File: src/rtl/rtc_alarm_pkg.sv
package rtc_alarm_pkg;
  localparam int NUM_SRC   = 2;
  localparam int SRC_SEC   = 0;
  localparam int SRC_ALARM = 1;

  typedef struct packed {
    logic               wrAlarm;
    logic [NUM_SRC-1:0] setSts;
    logic [NUM_SRC-1:0] clrSts;
    logic [NUM_SRC-1:0] setEn;
    logic [NUM_SRC-1:0] clrEn;
  } ctlStrobes_t;
endpackage

File: src/rtl/rtc_alarm_ctrl.sv
module rtc_alarm_ctrl
  import rtc_alarm_pkg::*;
#(
  parameter int ADDR_W    = 8,
  parameter int OFF_ALARM = 'h18,
  parameter int OFF_STS   = 'h20,
  parameter int OFF_EN    = 'h28,
  parameter int OFF_DIS   = 'h2C
) (
  input  logic               clk,
  input  logic               rstN,
  input  logic               wrEn,
  input  logic [ADDR_W-1:0]  addr,
  input  logic [NUM_SRC-1:0] wrBits,
  input  logic               secPulse,
  input  logic               matchNow,
  output ctlStrobes_t        strb
);
  logic armedQ;
  logic alarmEvent;
  logic hitAlarm, hitSts, hitEn, hitDis;

  assign hitAlarm   = wrEn && (addr == ADDR_W'(OFF_ALARM));
  assign hitSts     = wrEn && (addr == ADDR_W'(OFF_STS));
  assign hitEn      = wrEn && (addr == ADDR_W'(OFF_EN));
  assign hitDis     = wrEn && (addr == ADDR_W'(OFF_DIS));
  assign alarmEvent = secPulse && matchNow && armedQ;

  always_comb begin
    strb                    = '0;
    strb.wrAlarm            = hitAlarm;
    strb.setSts[SRC_SEC]    = secPulse;
    strb.setSts[SRC_ALARM]  = alarmEvent;
    strb.clrSts             = hitSts ? wrBits : '0;
    strb.setEn              = hitEn  ? wrBits : '0;
    strb.clrEn              = hitDis ? wrBits : '0;
  end

  always_ff @(posedge clk) begin
    if (!rstN)            armedQ <= 1'b1;
    else if (hitAlarm)    armedQ <= 1'b1;
    else if (alarmEvent)  armedQ <= 1'b0;
    else if (!matchNow)   armedQ <= 1'b1;
  end
endmodule

File: src/rtl/rtc_alarm_dp.sv
module rtc_alarm_dp
  import rtc_alarm_pkg::*;
#(
  parameter int ADDR_W    = 8,
  parameter int DATA_W    = 32,
  parameter int TIME_W    = 32,
  parameter int OFF_ALARM = 'h18,
  parameter int OFF_STS   = 'h20,
  parameter int OFF_MASK  = 'h24
) (
  input  logic               clk,
  input  logic               rstN,
  input  ctlStrobes_t        strb,
  input  logic [ADDR_W-1:0]  addr,
  input  logic [DATA_W-1:0]  wrData,
  input  logic [TIME_W-1:0]  curTime,
  output logic               matchNow,
  output logic [DATA_W-1:0]  rdData,
  output logic [NUM_SRC-1:0] stsVec,
  output logic [NUM_SRC-1:0] enVec,
  output logic [NUM_SRC-1:0] irqVec
);
  logic [TIME_W-1:0] alarmQ;

  assign matchNow = (curTime == alarmQ);

  always_ff @(posedge clk) begin
    if (!rstN)             alarmQ <= '0;
    else if (strb.wrAlarm) alarmQ <= wrData[TIME_W-1:0];
  end

  for (genvar s = 0; s < NUM_SRC; s++) begin : g_src
    always_ff @(posedge clk) begin
      if (!rstN)                stsVec[s] <= 1'b0;
      else if (strb.setSts[s])  stsVec[s] <= 1'b1;
      else if (strb.clrSts[s])  stsVec[s] <= 1'b0;
    end
    always_ff @(posedge clk) begin
      if (!rstN)                enVec[s] <= 1'b0;
      else if (strb.setEn[s])   enVec[s] <= 1'b1;
      else if (strb.clrEn[s])   enVec[s] <= 1'b0;
    end
    assign irqVec[s] = stsVec[s] & enVec[s];
  end

  always_comb begin
    rdData = '0;
    if (addr == ADDR_W'(OFF_ALARM))     rdData = DATA_W'(alarmQ);
    else if (addr == ADDR_W'(OFF_STS))  rdData = DATA_W'(stsVec);
    else if (addr == ADDR_W'(OFF_MASK)) rdData = DATA_W'(enVec);
  end
endmodule

File: src/rtl/rtc_alarm_intc.sv
module rtc_alarm_intc
  import rtc_alarm_pkg::*;
#(
  parameter int ADDR_W    = 8,
  parameter int DATA_W    = 32,
  parameter int TIME_W    = 32,
  parameter int OFF_ALARM = 'h18,
  parameter int OFF_STS   = 'h20,
  parameter int OFF_MASK  = 'h24,
  parameter int OFF_EN    = 'h28,
  parameter int OFF_DIS   = 'h2C
) (
  input  logic              clk,
  input  logic              rstN,
  input  logic              wrEn,
  input  logic [ADDR_W-1:0] addr,
  input  logic [DATA_W-1:0] wrData,
  output logic [DATA_W-1:0] rdData,
  input  logic [TIME_W-1:0] curTime,
  input  logic              secPulse,
  output logic              secIrq,
  output logic              alarmIrq
);
  ctlStrobes_t        strb;
  logic               matchNow;
  logic [NUM_SRC-1:0] stsVec, enVec, irqVec;

  rtc_alarm_ctrl #(
    .ADDR_W(ADDR_W), .OFF_ALARM(OFF_ALARM), .OFF_STS(OFF_STS),
    .OFF_EN(OFF_EN), .OFF_DIS(OFF_DIS)
  ) ctrl_i (
    .clk(clk), .rstN(rstN), .wrEn(wrEn), .addr(addr),
    .wrBits(wrData[NUM_SRC-1:0]), .secPulse(secPulse),
    .matchNow(matchNow), .strb(strb)
  );

  rtc_alarm_dp #(
    .ADDR_W(ADDR_W), .DATA_W(DATA_W), .TIME_W(TIME_W),
    .OFF_ALARM(OFF_ALARM), .OFF_STS(OFF_STS), .OFF_MASK(OFF_MASK)
  ) dp_i (
    .clk(clk), .rstN(rstN), .strb(strb), .addr(addr), .wrData(wrData),
    .curTime(curTime), .matchNow(matchNow), .rdData(rdData),
    .stsVec(stsVec), .enVec(enVec), .irqVec(irqVec)
  );

  assign secIrq   = irqVec[SRC_SEC];
  assign alarmIrq = irqVec[SRC_ALARM];
endmodule

File: config.mk
export PLATFORM = sky130hd
export DESIGN_NAME = rtc_alarm_intc
export DESIGN_NICKNAME = d
export VERILOG_FILES = /design/src/rtl/rtc_alarm_pkg.sv /design/src/rtl/rtc_alarm_ctrl.sv /design/src/rtl/rtc_alarm_dp.sv /design/src/rtl/rtc_alarm_intc.sv
export SDC_FILE = /design/constraint.sdc
export NUM_CORES = 1
export LEC_CHECK = 0
export BUFFER_PORTS_ARGS = -buffer_cell sky130_fd_sc_hd__buf_2
export CAP_MARGIN = 20
export CORE_ASPECT_RATIO = 0.8
export CORE_MARGIN = 1.5
export CORE_UTILIZATION = 46
export DETAILED_ROUTE_END_ITERATION = 16
export PLACE_DENSITY = 0.81
export SYNTH_ARGS = -nofsm -noshare
export SYNTH_HDL_FRONTEND = slang
export SYNTH_HIERARCHICAL = 1
export SYNTH_SLANG_ARGS = --single-unit
export TNS_END_PERCENT = 1
File: constraint.sdc
create_clock -name clk -period 2.3 [get_ports clk]
set_clock_uncertainty 0.15 [all_clocks]
set_input_delay 0.23 -clock clk [delete_from_list [all_inputs] [get_ports clk]]
set_output_delay 0.23 -clock clk [all_outputs]
set_load 0.05 [all_outputs]
Yosys cells after proc, flatten, opt, wreduce, memory -nomap -nowiden:

Index checks and enable logic that the tools add are counted.

* ROM bits: 0
* word-level logic and storage cells: 43
* latch bits: 0
* bits in registers: 37
* memories kept: 0
* memory bits (writable): 0
* output and inout bits: 34

* equality and inequality tests: 7
* bitwise logic cells: 3
* reductions and logical operators: 11
* $lt $le $gt $ge: 0
* shift operators: 0
* multiply operators: 0
* multiplexer cells: 16
* div/mod/pow operators: 0
* add/sub/neg operators: 0

Operators by type and width (number)
* two-way mux 32 bit: 2
* equality test 32 bit: 1
* equality test 8 x 6 -> 1 bit, second input constant: 4
* two-way mux 1 bit: 10
* equality test 8 x 5 -> 1 bit, second input constant: 1
* two-way mux 2 bit: 4
* nonzero test 2 bit: 4
* logical AND 1 bit: 6
* AND 1 bit: 2
* != test 2 bit, second input constant: 1
* OR reduction 2 bit: 1
* NOT 1 bit: 1

Longest topological paths before layout:

* depth in word-level cells: 5
* mapped depth: 8

By module:

Netlist, hierarchy kept.

Modules (own cells, without submodules)
* rtc_alarm_dp: times used 1, area each 1965.6 µm², cells each 203, sequential area each 720.7 µm²
* rtc_alarm_ctrl: times used 1, area each 182.7 µm², cells each 24, sequential area each 20.0 µm²

Worst setup path before layout:

Ideal clock, no wire load.

* kind: input to output
* start: input port addr[1]
* end: output port rdData[0]
* setup slack: -0.054 ns
* stages on the path: 3
* arrival: 1.974 ns
* data required time: 1.920 ns
* path buffers: 0
* cells stage by stage: or4_4 > or4b_4 > o21ai_1

* cells in the longest elaborated chain, start to end: 4
* elaborated cells between the ends (all ways): 6
* those cells by class: eq/ne (3); mux (3)

Ends and longest elaborated chain
* start, declared: line rtc_alarm_intc.sv:16 `input logic [ADDR_W-1:0] addr,`
* equality test 8 x 6 -> 1 bit: line rtc_alarm_dp.sv:50 `else if (addr == ADDR_W'(OFF_MASK)) rdData = DATA_W'(enVec);`
* two-way mux 2 bit: line rtc_alarm_dp.sv:50
* two-way mux 32 bit: line rtc_alarm_dp.sv:49 `else if (addr == ADDR_W'(OFF_STS)) rdData = DATA_W'(stsVec);`
* two-way mux 32 bit (*): line rtc_alarm_dp.sv:48 `if (addr == ADDR_W'(OFF_ALARM)) rdData = DATA_W'(alarmQ);`
* end, declared: line rtc_alarm_intc.sv:18 `output logic [DATA_W-1:0] rdData,`

Every way passes the cells marked *; elsewhere a longest branch is shown, timed or not.

Worst setup path in the final report:

* start: input port addr[1]
* end: output port rdData[1]

Same word-level chain as after synthesis.

==> impl_metrics.json <==
{
  "status": "finished clean",
  "synth_compound_area_frac": 0.02330,
  "cts.path.max_buffers": 2,
  "cp-startpoint": "addr[1]",
  "ir_drop_uv": 276.5,
  "r2r_start": "dp_i/alarmQ[25]",
  "yosysTopAreaCellShare": 0.3448,
  "tns_ns": 0,
  "grt_antenna_before_repair": 0,
  "final_cell_mix": "buf_2 (109), dfxtp_1 (37), nor2b_1 (36), mux2i_1 (34)",
  "area_growth_pct": 32.56,
  "async_flop_share": 0,
  "cts-root-buf": "clkbuf_8",
  "rrSetupSlack_ns": 0.47,
  "drv_cap": 0,
  "grt_max_degree": 38,
  "syn_nets": 303,
  "cts_post_setup_buffers_inserted": 0,
  "worstPathMaxFanout": 3,
  "syn-mean-instance-area_um2": 9.464,
  "ys.flop_type": "dfxtp_1",
  "slew_viol_final": 0,
  "drc": 0,
  "synthAdderAreaFrac": 0,
  "synth-seq-area-share": 0.3448,
  "dr.first_iter.drc_count": 33,
  "finalHoldViolations": 0,
  "portBuffers": 109,
  "layout_commonest_cell": "buf_2",
  "antenna_cells": 0,
  "synth.mux.area_fraction": 0.1584,
  "critPathKind": "primary input to output pin",
  "clk_pin_slew_ns": 0.08,
  "cts_tree": "built",
  "min_period_ns": 2.231,
  "p_seq_frac": 0.530,
  "synthesis.instances": 227,
  "end_kind": "output pin",
  "synth-xor-area-share": 0.1305,
  "start_kind": "primary input",
  "finalWeightedCongestion": 0.7921,
  "hold_path_depth": 3,
  "cp.required_ns": 1.92,
  "io_pins": 110,
  "fin_util": 0.6270,
  "nets": 411,
  "die_area_um2": 5092,
  "cts_max_level": 2,
  "grt_pass1_vias": 1814,
  "fillers": 419,
  "ys_warn_count": 6,
  "track_usage": 0.2105,
  "critPathCapture": "rdData[1]",
  "cts_resized": 0,
  "dr.pass1.iters": 4,
  "wl_per_cell_um": 12.73,
  "yosysTopAreaCell": "dfxtp_1",
  "combPwrFrac": 0.109,
  "total_power_mw": 1.214,
  "synth_top_family_by_area": "simple AND/OR/NAND/NOR gates",
  "synth_edf_count": 0,
  "min_period_over_period": 0.9699,
  "fmax_mhz": 448.3,
  "ys_ff_latch": 37,
  "synth_cell_types": 28,
  "hold_buffers": 0,
  "crit_arrival_ns": 1.85,
  "worstHoldPathType": "primary input to flip-flop",
  "tightest_slew_ns": 0.5568,
  "ant_nets": 0,
  "setup_viol": 0,
  "wirelength_um": 5040,
  "reg2reg_to": "ctrl_i/armedQ",
  "dieWidth_um": 79.41,
  "slew_headroom": 0.6288,
  "initial_core_util": 0.4730,
  "p_clk_frac": 0.361,
  "avgViaCountPerCell": 4.760,
  "switchingPower_uw": 288.3,
  "layout-drive-gt1-share": 0.3929,
  "numCtsBuffers": 5,
  "clk_latency_ns": 0.29,
  "dp.cells": 388,
  "rsz0062_at_grt": "false",
  "rows": 22,
  "p_sw_frac": 0.2374,
  "worstRegToRegCells": 7,
  "core-area_um2": 4542,
  "synth_area_leaders": "dfxtp_1 (34%), mux2i_1 (16%), xor2_1 (13%)",
  "synth-simple-area-share": 0.3098,
  "grt_pass1_wl_um": 8328,
  "intPower_uw": 926.1,
  "hpwlAfterDp_um": 3940,
  "overflow": 0,
  "syn-cell-area_um2": 2148,
  "fin_cells": 396,
  "die_height_um": 64.13,
  "vias": 1885,
  "cts.sinks": 37,
  "p_leak_nw": 1.340,
  "power.density_nw_per_um2": 426.5
}
-- worst max-delay path, cell delays in order --
cell,delay [ns]
buf_2,0.12
or4_4,0.54
or4b_4,0.50
o21ai_1,0.18
buf_2,0.29
-- final cells by class --
class                      instances  area, um^2  area share
clock buffer                       5       68.82     0.02417
clock inverter                     3       17.52    0.006151
inverter                           1       3.754    0.001318
multi-input combinational        176        1346      0.4728
sequential                        37       740.7      0.2601
tap                               60       75.07     0.02636
timing repair buffer             114       595.6      0.2091
-- power groups by stage --
stage / Clock (mW) / Sequential [mW] / Combinational, mW
after floorplan: 0 / 0.658 / 0.0466
after global placement: 0 / 0.658 / 0.130
after detailed placement: 0 / 0.658 / 0.132
after CTS: 0.454 / 0.643 / 0.133
after global routing: 0.489 / 0.644 / 0.145
final: 0.439 / 0.644 / 0.132
-- synth_stat cells (2+ instances only) --
master / n
o21ai_1: 3
nor2_1: 4
or4b_4: 2
xor2_1: 32
dfxtp_1: 37
nor4_1: 8
nor2b_1: 36
o21a_1: 4
clkbuf_1: 4
and2_1: 32
buf_2: 3
buf_4: 3
clkbuf_2: 3
and4_1: 2
mux2i_1: 34
nand2_1: 4
and3_1: 3
nand4_1: 2
and3_2: 2
-- kinds of logic after synthesis --
group,Yosys count
AO/OA/AOI/OAI,8
multiplexers,34
buffers and inverters,14
flip-flops,37
AND/OR/NAND/NOR,102
XOR/XNOR,32
-- metal layers --
metal  part of all wire  GRT usage  vias up  wire (um)
met5                  0          0        -          0
met4             0.0067    0.05482        0         34
met3              0.051    0.05000        4        257
met2               0.48     0.3665       63       2416
met1               0.46     0.2599      846       2332
li1                   -          -      972          -
-- how the worst min path moves through the flow --
| stage | from | end | slack, ns |
|---|---|---|---|
| floorplan | rstN | dp_i/alarmQ[18] | 0.21 |
| finish | wrData[2] | dp_i/alarmQ[2] | 0.04 |
| global route | wrData[22] | dp_i/alarmQ[22] | 0.05 |
| detailed placement | ctrl_i/armedQ | ctrl_i/armedQ | 0.30 |
| global placement | ctrl_i/armedQ | ctrl_i/armedQ | 0.29 |
| CTS | wrData[2] | dp_i/alarmQ[2] | 0.04 |
-- stage by stage --
| step | instance area (um^2) | setup WS [ns] | hold slack, ns |
|---|---|---|---|
| after floorplan | 2148 | -0.05422 | 0.2082 |
| after global placement | 2761 | 0.1402 | 0.2926 |
| after detailed placement | 2761 | 0.06224 | 0.3002 |
| after CTS | 2848 | 0.05787 | 0.04002 |
| after global routing | 2848 | 0.04812 | 0.04852 |
| final | 2848 | 0.06916 | 0.04360 |
-- registers in the layout, summed over array words and instances, names as in the netlist --
name	flops
dp_i/stsVec	2
dp_i/alarmQ	32
dp_i/enVec	2
ctrl_i/armedQ	1
Note: power is estimated with default switching activity, not from simulation.
